<file path="src/rtl/lcd_pwr_pkg.sv">
package lcd_pwr_pkg;
  typedef enum logic [2:0] {
    PS_OFF    = 3'd0,
    PS_UP_A   = 3'd1,
    PS_UP_B   = 3'd2,
    PS_ON     = 3'd3,
    PS_DN_A   = 3'd4,
    PS_DN_B   = 3'd5
  } pwr_state_t;

  function automatic logic is_wait(input pwr_state_t s);
    return (s == PS_UP_A) || (s == PS_UP_B) || (s == PS_DN_A) || (s == PS_DN_B);
  endfunction
endpackage

</file>
<file path="src/rtl/lcd_frame_cnt.sv">
module lcd_frame_cnt #(
  parameter int W = 4
) (
  input  logic         clk,
  input  logic         rst_n,
  input  logic         load,
  input  logic [W-1:0] load_val,
  input  logic         dec,
  output logic         zero
);
  logic [W-1:0] cnt_q, cnt_d;
  logic         cnt_en;

  always_comb begin
    cnt_en = load | dec;
    cnt_d  = load ? load_val : cnt_q - 1'b1;
  end

  always_ff @(posedge clk or negedge rst_n) begin
    if (!rst_n)      cnt_q <= '0;
    else if (cnt_en) cnt_q <= cnt_d;
  end

  assign zero = (cnt_q == '0);
endmodule

</file>
<file path="src/rtl/lcd_pwr_fsm.sv">
module lcd_pwr_fsm
  import lcd_pwr_pkg::*;
#(
  parameter int FLD_W = 4
) (
  input  logic             clk,
  input  logic             rst_n,
  input  logic             frame_tick,
  input  logic             disp_req,
  input  logic [FLD_W-1:0] up_first,
  input  logic [FLD_W-1:0] up_second,
  input  logic [FLD_W-1:0] dn_first,
  input  logic [FLD_W-1:0] dn_second,
  input  logic             cnt_zero,
  output logic             cnt_load,
  output logic [FLD_W-1:0] cnt_val,
  output logic             cnt_dec,
  output pwr_state_t       state
);
  pwr_state_t       st_q, st_d;
  logic [FLD_W-1:0] hold_q, hold_d;
  logic             hold_en;
  logic             step;

  assign step = frame_tick & cnt_zero;

  always_comb begin
    st_d     = st_q;
    cnt_load = 1'b0;
    cnt_val  = hold_q;
    hold_en  = 1'b0;
    hold_d   = up_second;
    unique case (st_q)
      PS_OFF: if (disp_req) begin
        st_d     = PS_UP_A;
        cnt_load = 1'b1;
        cnt_val  = up_first;
        hold_en  = 1'b1;
        hold_d   = up_second;
      end
      PS_UP_A: if (step) begin
        st_d     = PS_UP_B;
        cnt_load = 1'b1;
        cnt_val  = hold_q;
      end
      PS_UP_B: if (step) st_d = PS_ON;
      PS_ON: if (!disp_req) begin
        st_d     = PS_DN_A;
        cnt_load = 1'b1;
        cnt_val  = dn_first;
        hold_en  = 1'b1;
        hold_d   = dn_second;
      end
      PS_DN_A: if (step) begin
        st_d     = PS_DN_B;
        cnt_load = 1'b1;
        cnt_val  = hold_q;
      end
      PS_DN_B: if (step) st_d = PS_OFF;
      default: st_d = PS_OFF;
    endcase
  end

  assign cnt_dec = frame_tick & ~cnt_zero & ~cnt_load & is_wait(st_q);

  always_ff @(posedge clk or negedge rst_n) begin
    if (!rst_n) st_q <= PS_OFF;
    else        st_q <= st_d;
  end

  always_ff @(posedge clk or negedge rst_n) begin
    if (!rst_n)       hold_q <= '0;
    else if (hold_en) hold_q <= hold_d;
  end

  assign state = st_q;
endmodule

</file>
<file path="src/rtl/lcd_out_gate.sv">
module lcd_out_gate #(
  parameter int N = 20
) (
  input  logic         en,
  input  logic [N-1:0] din,
  output logic [N-1:0] dout
);
  for (genvar i = 0; i < N; i++) begin : g_bit
    assign dout[i] = din[i] & en;
  end
endmodule

</file>
<file path="src/rtl/lcd_pwr_seq.sv">
module lcd_pwr_seq
  import lcd_pwr_pkg::*;
#(
  parameter int DATA_W = 16,
  parameter int FLD_W  = 4
) (
  input  logic                 clk,
  input  logic                 rst_n,
  input  logic                 frame_tick,
  input  logic                 disp_req,
  input  logic [4*FLD_W-1:0]   seq_periods,
  input  logic [DATA_W-1:0]    pix_in,
  input  logic                 frm_in,
  input  logic                 lclk_in,
  input  logic                 sclk_in,
  input  logic                 den_in,
  output logic                 logic_pwr_en,
  output logic                 drive_pwr_en,
  output logic                 out_en,
  output logic                 busy,
  output logic [DATA_W-1:0]    pix_out,
  output logic                 frm_out,
  output logic                 lclk_out,
  output logic                 sclk_out,
  output logic                 den_out
);
  localparam int TIM_N  = 4;
  localparam int GATE_N = DATA_W + TIM_N;

  logic [1:0]       rst_sync_q;
  logic             rst_int_n;
  logic             cnt_zero, cnt_load, cnt_dec;
  logic [FLD_W-1:0] cnt_val;
  pwr_state_t       state;
  logic [GATE_N-1:0] gate_in, gate_out;

  // asynchronous assert, synchronous release
  always_ff @(posedge clk or negedge rst_n) begin
    if (!rst_n) rst_sync_q <= 2'b00;
    else        rst_sync_q <= {rst_sync_q[0], 1'b1};
  end
  assign rst_int_n = rst_sync_q[1];

  lcd_pwr_fsm #(.FLD_W(FLD_W)) u_fsm (
    .clk        (clk),
    .rst_n      (rst_int_n),
    .frame_tick (frame_tick),
    .disp_req   (disp_req),
    .up_first   (seq_periods[4*FLD_W-1 -: FLD_W]),
    .up_second  (seq_periods[3*FLD_W-1 -: FLD_W]),
    .dn_first   (seq_periods[2*FLD_W-1 -: FLD_W]),
    .dn_second  (seq_periods[FLD_W-1:0]),
    .cnt_zero   (cnt_zero),
    .cnt_load   (cnt_load),
    .cnt_val    (cnt_val),
    .cnt_dec    (cnt_dec),
    .state      (state)
  );

  lcd_frame_cnt #(.W(FLD_W)) u_cnt (
    .clk      (clk),
    .rst_n    (rst_int_n),
    .load     (cnt_load),
    .load_val (cnt_val),
    .dec      (cnt_dec),
    .zero     (cnt_zero)
  );

  always_comb begin
    logic_pwr_en = (state != PS_OFF);
    out_en       = (state == PS_UP_B) || (state == PS_ON) || (state == PS_DN_A);
    drive_pwr_en = (state == PS_ON);
    busy         = is_wait(state);
  end

  assign gate_in = {pix_in, frm_in, lclk_in, sclk_in, den_in};

  lcd_out_gate #(.N(GATE_N)) u_gate (
    .en   (out_en),
    .din  (gate_in),
    .dout (gate_out)
  );

  assign {pix_out, frm_out, lclk_out, sclk_out, den_out} = gate_out;
endmodule

</file>
<file path="config.mk">
export PLATFORM = sky130hd
export DESIGN_NAME = lcd_pwr_seq
export DESIGN_NICKNAME = d
export VERILOG_FILES = /design/src/rtl/lcd_pwr_pkg.sv /design/src/rtl/lcd_frame_cnt.sv /design/src/rtl/lcd_pwr_fsm.sv /design/src/rtl/lcd_out_gate.sv /design/src/rtl/lcd_pwr_seq.sv
export SDC_FILE = /design/constraint.sdc
export NUM_CORES = 1
export LEC_CHECK = 0
export BUFFER_PORTS_ARGS = -buffer_cell sky130_fd_sc_hd__buf_2
export CORE_ASPECT_RATIO = 0.7
export CORE_MARGIN = 2
export CORE_UTILIZATION = 40
export DETAILED_ROUTE_END_ITERATION = 10
export GPL_ROUTABILITY_DRIVEN = 0
export GPL_TIMING_DRIVEN = 0
export PLACE_DENSITY = 0.79
export RECOVER_POWER = 50
export SETUP_SLACK_MARGIN = 0.02
export SLEW_MARGIN = 15
export SYNTH_ARGS = -nofsm -noshare
export SYNTH_HDL_FRONTEND = slang
export SYNTH_SLANG_ARGS = --single-unit
</file>
<file path="constraint.sdc">
create_clock -name clk -period 3.15 [get_ports clk]
set_input_delay 0.1575 -clock clk [delete_from_list [all_inputs] [get_ports clk]]
set_output_delay 0.1575 -clock clk [all_outputs]
set_load 0.005 [all_outputs]
</file>
After elaboration in Yosys (flattened, before gate mapping)
Cells that the tools add are included.
{ "word_totals": {"register_bits": 13, "in_bits": 40, "out_inout_bits": 24, "wordCells": 71} }
{ "classes": {"n_addsub": 1, "eq_ne": 11, "muxes": 18, "n_bitwise": 27, "n_reduce_logical": 10} }
{ "ops": {"columns": ["op", "count"], "rows": [
  ["$and A1 B1 Y1", 24],
  ["$mux W4", 5],
  ["$mux W3", 6],
  ["$pmux W3 S6", 1],
  ["$ne A2 B1 Y1 const B", 4],
  ["$pmux W4 S2", 1],
  ["$eq A3 B2 Y1 const B", 2],
  ["$eq A3 B3 Y1 const B", 2],
  ["$reduce_and A6 Y1", 1],
  ["$logic_or A1 B1 Y1", 5],
  ["$logic_not A4 Y1", 1],
  ["$ne A2 B2 Y1 const B", 2],
  ["$sub A4 B1 Y4 const B", 1],
  ["$eq A3 B1 Y1 const B", 1],
  ["$logic_not A3 Y1", 1],
  ["$mux W1", 3],
  ["$pmux W1 S3", 1],
  ["$reduce_bool A3 Y1", 1],
  ["$not A1 Y1", 2],
  ["$pmux W1 S2", 1],
  ["$reduce_or A2 Y1", 1],
  ["$or A1 B1 Y1", 1]
]} }

Depth between registers and ports, before layout
Gate-level depths: netlist of run 1.
{ "depth": {"ltp_word": 8, "depth_mapped": 7, "depth_no_buf": 7} }

Modules after synthesis
Synthesis of run 1 repeated with hierarchy kept, for this count alone.
{ "unflattened": {"hier_cells": 109, "hier_area_um2": 1018.5} }
{ "modules_own_cells": {"columns": ["mod", "n_inst", "cells_per_inst", "area_per_inst_um2", "seq_area_each_um2"], "rows": [
  ["lcd_pwr_fsm", 1, 56, 533.0, 175.2],
  ["lcd_frame_cnt", 1, 21, 230.2, 100.1],
  ["lcd_out_gate", 1, 22, 153.9, 0.0],
  ["lcd_pwr_seq", 1, 10, 101.3, 50.0]
]} }

Worst setup path after synthesis of run 1
No wires, ideal clock.
{ "synth_timing": {"path_type": "reg-to-reg", "startpoint": "reg u_cnt.cnt_q[0]", "endpoint": "reg u_cnt.cnt_q[1]", "setup_ns": 0.130, "arrival_time_ns": 1.479, "required_ns": 3.020, "slack_ns": 1.542, "path_stages_with_launch": 8, "path_buffers": 0, "period_less_slack_ns": 1.608, "path_cell_list": "dfrtp_1 -> inv_1 -> ha_1 -> and4bb_2 -> a31oi_1 -> nand2_1 -> a211oi_1 -> a31oi_1"} }
{ "synth_between": {"elab_chain_cells": 8, "word_cells_on_any_way": 12, "classes_between": "add/sub (1); mux (3); bitwise (7); reduce/logical (1)"} }
{ "synth_lines": {"columns": ["item", "line_no", "rtl"], "rows": [
  ["from (decl)", "lcd_frame_cnt.sv:11", "logic [W-1:0] cnt_q, cnt_d;"],
  ["from (signal assigned)", "lcd_frame_cnt.sv:21", "else if (cnt_en) cnt_q <= cnt_d;"],
  ["$logic_not A4 Y1", "lcd_frame_cnt.sv:24", "assign zero = (cnt_q == '0);"],
  ["$and A1 B1 Y1", "lcd_pwr_fsm.sv:25", "assign step = frame_tick & cnt_zero;"],
  ["$mux W1", "lcd_pwr_fsm.sv:41, lcd_pwr_fsm.sv:54", null],
  ["$pmux W1 S3", "lcd_pwr_fsm.sv:33", "unique case (st_q)"],
  ["$not A1 Y1", "lcd_pwr_fsm.sv:64", "assign cnt_dec = frame_tick & ~cnt_zero & ~cnt_load & is_wait(st_q);"],
  ["$and A1 B1 Y1 (2 in a row)", "lcd_pwr_fsm.sv:64", null],
  ["$or A1 B1 Y1", "lcd_frame_cnt.sv:15", "cnt_en = load | dec;"]
]} }
Several ways; a longest one is shown, not always the timed one.
A chain may end at the register's enable or synchronous reset.

Final worst setup path of run 1
{ "layout_timing": {"startpoint": "reg u_fsm.st_q[0], in the netlist u_fsm.state[0]", "endpoint": "out pix_out[15]"} }
{ "layout_between": {"elab_chain_cells": 4, "word_cells_on_any_way": 6, "classes_between": "eq/ne (3); bitwise (1); reduce/logical (2)"} }
{ "layout_lines": {"columns": ["item", "line_no", "rtl"], "rows": [
  ["from (decl)", "lcd_pwr_fsm.sv:20", "pwr_state_t st_q, st_d;"],
  ["from (signal assigned)", "lcd_pwr_fsm.sv:68", "else st_q <= st_d;"],
  ["$eq A3 B2 Y1", "lcd_pwr_seq.sv:71", "out_en = (state == PS_UP_B) || (state == PS_ON) || (state == PS_DN_A);"],
  ["$logic_or A1 B1 Y1", "lcd_pwr_seq.sv:71", null],
  ["$logic_or A1 B1 Y1 (*)", "lcd_pwr_seq.sv:71", null],
  ["$and A1 B1 Y1 (*)", "lcd_out_gate.sv:9", "assign dout[i] = din[i] & en;"],
  ["to (decl)", "lcd_pwr_seq.sv:21", "output logic [DATA_W-1:0] pix_out,"]
]} }
Every way passes the cells marked *; elsewhere a longest branch is shown, timed or not.

==> results of run 1 <==
[cell type report]
cell class / count / area (um2)
Buffer: 6 / 27.5
Clock buffer: 3 / 22.5
Clock inverter: 1 / 5.00
Fill cell: 231 / 1020
Inverter: 5 / 18.8
Multi-Input combinational cell: 99 / 652
Sequential cell: 13 / 325
Tap cell: 34 / 42.5
Timing Repair Buffer: 64 / 323
[routing by layer]
metal  routed length [um]  GRT usage, %  vias up
li1                     -             -      560
met1                 1150          22.5      524
met2                 1470          34.0       22
met3                   97          4.65        2
met4                   10          5.11        0
met5                    0             0        -
[flip-flops by register name, summed over array words and instances, names as in the netlist]
signal / cells
rst_sync_q: 2
u_cnt.cnt_q: 4
u_fsm.hold_q: 4
u_fsm.state: 3
[cell families after synthesis]
| logic type | after synthesis |
|---|---|
| buf+inv | 11 |
| mux | 5 |
| xor+xnor | 1 |
| fa+ha+maj | 2 |
| compound gates | 27 |
| flops | 13 |
| other cells | 1 |
| simple gates | 63 |
[cell usage in the layout, fill, tap and decap left out, types with 3 or more instances in the layout]
master | Yosys | layout
nor3_1 | 4 | 4
o21ai_0 | 5 | 8
nor2_1 | 7 | 7
nor2b_1 | 24 | 24
nand2_1 | 15 | 15
clkbuf_4 | 0 | 3
inv_1 | 4 | 4
mux2i_1 | 5 | 5
a31oi_1 | 3 | 3
a21oi_1 | 4 | 4
clkbuf_1 | 0 | 3
dfrtp_1 | 13 | 13
buf_2 | 5 | 65
[report_power, final]
group,switching (uW),internal [uW]
Sequential,83.4,241
Combinational,378,327
Clock,55.4,47.1
Total,517,615
[cells in the mapped netlist, types with 3 or more instances]
master / number
nor2b_1: 24
nand2_1: 15
dfrtp_1: 13
nor2_1: 7
buf_2: 5
mux2i_1: 5
o21ai_0: 5
o21ai_1: 5
a21oi_1: 4
inv_1: 4
nor3_1: 4
a31oi_1: 3
[tightest hold or removal path: stages]
cell and delay (ns):
buf_2 0.07, nand2_1 0.03, o21ai_0 0.06
[what timing repair did]
item | 4_1_cts | 5_1_grt
buffers inserted | 0 | 0
endpoints found under the hold margin | 2 | 0
hold buffers | 1 | 0
resized for setup | 0 | 0
[per-stage QoR]
stage | worst slack, ns | hold WS, ns | util [%] | instance area [um2]
final | 1.10 | 0.0790 | 58.1 | 1420
after global routing | 0.910 | 0.0919 | 58.1 | 1420
after CTS | 1.15 | 0.0763 | 58.2 | 1420
after detailed placement | 1.32 | -0.0546 | 56.7 | 1380
after global placement | 1.37 | -0.0565 | 56.7 | 1380
after floorplan | 1.54 | -0.138 | - | 1020
[worst paths after layout]
kind	endpoint	start
worst max-delay path	pix_out[15]	u_fsm.state[0]
worst min-delay path	u_fsm.hold_q[3]	seq_periods[3]
worst max register to register	u_cnt.cnt_q[1]	u_cnt.cnt_q[0]
worst min register to register	u_fsm.state[2]	rst_sync_q[1]
max in group asynchronous	u_cnt.cnt_q[2]	rst_sync_q[1]
min in group asynchronous	u_fsm.state[2]	rst_sync_q[1]
==> qor.txt, run 1 <==
Crit path max-delay cell type - dfrtp_1
Setup violations, final - 0
Area delta synth->final - 38.2%
CP Cell Sequence - clkbuf_1 > nor2_1 > mux2i_1 > buf_2 > nor2b_1 > buf_2
IO Port Bufs - 63
Asr flop ratio synth - 100%
Dpl cells - 220
Leakage Power - 0.000703 uW
Post-Synth XOR/XNOR Area - 0.855%
Post-Layout Cell Count - 225
Fin. max-slew vios - 0
CP peak stage delay - 0.46 ns
Critical path capture point type - output pin
DRT Pass-1 Iters - 4
Post-synthesis compound-gate area fraction - 16.8%
Vias in the first global route - 965
Setup slack, reg-to-reg - 1.26 ns
DP HPWL - 2220 um
CP Launch Type - flop
Minimum clock period - 2.05 ns
Root buf cell - clkbuf_4
Initial Utilization - 42.0%
Max-cap viol count - 0
Pin count of the biggest net entering global routing - 12
Routed wire per std cell - 12.1 um
Status - finished clean
Mapped cell area - 0.00102 mm2
Overall routed net length - 2730 um
Req. time, crit path - 2.99 ns
# clock sinks - 13
Fin nets - 234
Antenna violations before repair - 0
Die X - 64.5 um
Post-synth EDFFs - 0
#FFs+latches synth - 13
Worst clock skew - 0.00275 ns
Critical path data arrival time - 1.90 ns
CTS Buf Count - 3
Post-synth cell types - 36
Largest family of logic cells by synthesized area - simple AND/OR/NAND/NOR gates
WHS Path Cells - 3
Overall Global Routing Usage - 18.6%
Remaining global-route overflow - 0
Die Ht - 46.3 um
Top FF cell, synth - dfrtp_1
Multiplexer area fraction after synthesis - 4.88%
Core area - 0.00244 mm2
Critical path depth - 6
Worst Hold Class - in2reg
Post-Synth Adder-Cell Area - 2.44%
# diodes - 0
Final ANT Viol Nets - 0
Synth Instances - 123
H-Tree Depth - 1
Share of the synthesized area in the top cell type - 31.7%
CTS tree - built
Top area cells in the synthesized netlist - dfrtp_1 32%, nor2b_1 15%, nand2_1 5.5%
Sequential-to-total area share from yosys stat - 31.7%
Worst R2R Path Depth - 7
Post-synthesis simple-gate area fraction - 38.2%
Syn avg cell area - 8.33 um2
IO Pins - 64
Crit path kind - reg2out
Vias/cell - 4.92
First DRT Iteration DRCs - 72
Period utilisation layout - 65.2%
Maximum clock frequency - 487 MHz
Final Total Pwr - 1130 uW
Max_slew headroom - 61.6%
CP Max Fanout - 10
Worst IR Drop VDD - 0.288 mV
P per Cell Area - 799 mW/mm2
Layout cells sized above 1 - 39.8%
Syn_nets - 165
Worst Max-Slew Pin Slew - 0.574 ns
Row count - 15
DRC - 0
CTS Buffer Depth - 2
Skew-Pair Late Insertion Delay - 0.28 ns
Worst-path clk slew - 0.08 ns
Final Hold Fails - 0
Die ar. - 0.00299 mm2
Most frequent cell on the critical path - buf_2
Ys Warns - 0
Bufs and invs on worst path - 3
First-pass GRT wire length - 4230 um
Top delay family on crit path - buffers and inverters
Fin Setup TNS - 0 ns
RSZ-0062 raised after global routing - false
Vias - 1108
Post-synth top area cell - dfrtp_1
Note: power is estimated with default switching activity, not from simulation.
==> inputs of run 2 (changes only) <==
--- a/config.mk
+++ b/config.mk
@@ -8,11 +8,11 @@
 export BUFFER_PORTS_ARGS = -buffer_cell sky130_fd_sc_hd__buf_2
 export CORE_ASPECT_RATIO = 0.7
 export CORE_MARGIN = 2
-export CORE_UTILIZATION = 40
+export CORE_UTILIZATION = 38
 export DETAILED_ROUTE_END_ITERATION = 10
 export GPL_ROUTABILITY_DRIVEN = 0
 export GPL_TIMING_DRIVEN = 0
-export PLACE_DENSITY = 0.79
+export PLACE_DENSITY = 0.78
 export RECOVER_POWER = 50
 export SETUP_SLACK_MARGIN = 0.02
 export SLEW_MARGIN = 15
==> constraint.sdc (replaced) <==
create_clock -name clk -period 1.7 [get_ports clk]
set_input_delay 0.085 -clock clk [delete_from_list [all_inputs] [get_ports clk]]
set_output_delay 0.085 -clock clk [all_outputs]
set_load 0.005 [all_outputs]
==> run 2 against run 1 <==
Against the previous run:
- critical path depth unchanged
- clock power grew to 2.7 times the previous value
- highest routed layer unchanged
- first-iteration DRC count is 28% lower
- register-to-register slack worse by 1.2 ns
- combinational power rose by 120%
- worst setup slack worse by 1.0 ns
==> qor.txt, run 2 (same netlist as run 1, synthesis figures left out) <==
Initial Utilization - 40.7% (was 42.0%)
Die ar. - 0.00313 mm2 (was 0.00299 mm2)
Critical path data arrival time - 1.74 ns (was 1.90 ns)
Layout cells sized above 1 - 48.2% (was 39.8%)
Fin. max-slew vios - 0 (unchanged)
Fin Setup TNS - 0 ns (unchanged)
Crit path kind - reg2reg (was reg2out)
Remaining global-route overflow - 0 (unchanged)
CP Launch Type - flop (unchanged)
Die X - 66.1 um (was 64.5 um)
H-Tree Depth - 1 (unchanged)
CP peak stage delay - 0.40 ns (was 0.46 ns)
IO Pins - 64 (unchanged)
CP Max Fanout - 8 (was 10)
Critical path capture point type - flop (was output pin)
Core area - 0.00251 mm2 (was 0.00244 mm2)
Vias/cell - 4.90 (was 4.92)
P per Cell Area - 1580 mW/mm2 (was 799 mW/mm2)
Area delta synth->final - 49.3% (was 38.2%)
Overall routed net length - 3040 um (was 2730 um)
CP Cell Sequence - inv_2 > ha_4 > or3b_4 > nand4_4 > nand3_2 > o221a_1 (was clkbuf_1 > nor2_1 > mux2i_1 > buf_2 > nor2b_1 > buf_2)
Worst IR Drop VDD - 0.534 mV (was 0.288 mV)
Routed wire per std cell - 13.3 um (was 12.1 um)
DRT Pass-1 Iters - 4 (unchanged)
Antenna violations before repair - 0 (unchanged)
CTS tree - built (unchanged)
Crit path max-delay cell type - dfrtp_1 (unchanged)
Vias - 1121 (was 1108)
IO Port Bufs - 63 (unchanged)
Row count - 15 (unchanged)
First-pass GRT wire length - 4320 um (was 4230 um)
Setup violations, final - 0 (unchanged)
HP Start - seq_periods[2] (was seq_periods[3])
Max-cap viol count - 0 (unchanged)
Reg2reg start - u_cnt.cnt_q[1] (was u_cnt.cnt_q[0])
Final ANT Viol Nets - 0 (unchanged)
# clock sinks - 13 (unchanged)
DRC - 0 (unchanged)
Die Ht - 47.4 um (was 46.3 um)
Commonest non-fill, non-tap cells in the layout - 62 x buf_2, 24 x nor2b_1, 14 x nand2_1 (was 65 x buf_2, 24 x nor2b_1, 15 x nand2_1)
Dpl cells - 220 (unchanged)
Root buf cell - clkbuf_8 (was clkbuf_4)
WHS - 0.0524 ns (was 0.0790 ns)
Pin count of the biggest net entering global routing - 12 (unchanged)
Final Util - 60.8% (was 58.1%)
Vias in the first global route - 966 (was 965)
# diodes - 0 (unchanged)
Filler cells - 222 (was 231)
Final Hold Fails - 0 (unchanged)
Period utilisation layout - 95.0%
First DRT Iteration DRCs - 52 (was 72)
Commonest non-fill, non-tap cell in the layout - buf_2 (unchanged)
Fin nets - 238 (was 234)
CTS Buffer Depth - 2 (unchanged)
Overall Global Routing Usage - 18.4% (was 18.6%)
Post-Layout Cell Count - 229 (was 225)
DP HPWL - 2360 um (was 2220 um)
Final Total Pwr - 2420 uW (was 1130 uW)
Skew-Pair Late Insertion Delay - 0.24 ns (was 0.28 ns)
Worst-path clk slew - 0.05 ns (was 0.08 ns)
Req. time, crit path - 1.83 ns (was 2.99 ns)
Status - finished clean (unchanged)
Worst Setup SP - u_cnt.cnt_q[1] (was u_fsm.state[0])
Leakage Power - 0.000731 uW (was 0.000703 uW)
CTS Buf Count - 3 (unchanged)
Worst Hold Class - in2reg (unchanged)
Maximum clock frequency - 619 MHz
Worst clock skew - 0.00207 ns (was 0.00275 ns)
Minimum clock period - 1.61 ns
run 2: per-stage QoR:
| stage | worst slack, ns | cell area, um2 |
|---|---|---|
| after floorplan | 0.0919 | 1020 |
| after global placement | -0.0632 | 1380 |
| after detailed placement | -0.152 | 1380 |
| after CTS | 0.0216 | 1490 |
| after global routing | -0.00438 | 1530 |
| final | 0.0857 | 1530 |
run 2: final cells by class:
cell class              count  area (um2)  area share, %
plain buffers               6        37.5           2.45
repair buffers             68         350           22.9
multi-input cells          99         708           46.3
clock buffers               4        45.0           2.94
flip-flops and latches     13         328           21.4
inverters                   5        18.8           1.23
well taps                  34        42.5           2.78
run 2: final timing paths:
check / to / slack (ns) / depth (start not counted)
max in group asynchronous: u_fsm.state[0] / 1.16 / 0
worst min register to register: u_fsm.hold_q[0] / 0.19 / 0
worst max register to register: u_cnt.cnt_q[2] / 0.09 / 6
worst min-delay path: u_fsm.hold_q[2] / 0.05 / 3
worst max-delay path: u_cnt.cnt_q[2] / 0.09 / 6
min in group asynchronous: rst_sync_q[0] / 0.16 / 2
run 2: where the power goes:
group          internal, uW  total [uW]  switching, uW
clock                   165         274            108
sequential              452         611            158
combinational           738        1540            798
run 2: routing by layer:
layer | routed length (um) | up-vias | track usage (%)
li1 | - | 573 | -
met1 | 1230 | 523 | 24.0
met2 | 1670 | 23 | 31.9
met3 | 125 | 2 | 4.94
met4 | 13 | 0 | 3.67
met5 | 0 | - | 0
run 2: repair_timing:
item                                    in CTS  in global routing
gates resized for setup                     11                 10
buffers inserted                             1                  3
pin swaps                                    3                  2
hold buffers                                 1                  0
endpoints found under the setup margin      24                 24
hold endpoints to repair                     2                  0
cloned                                       0                  0
run 2: critical path: cells and delay by family (launching register included):
family	cells	cell delay, ns
simple gates	3	0.62
flops	1	0.40
compound gates	1	0.25
fa+ha+maj	1	0.13
buf+inv	1	0.09
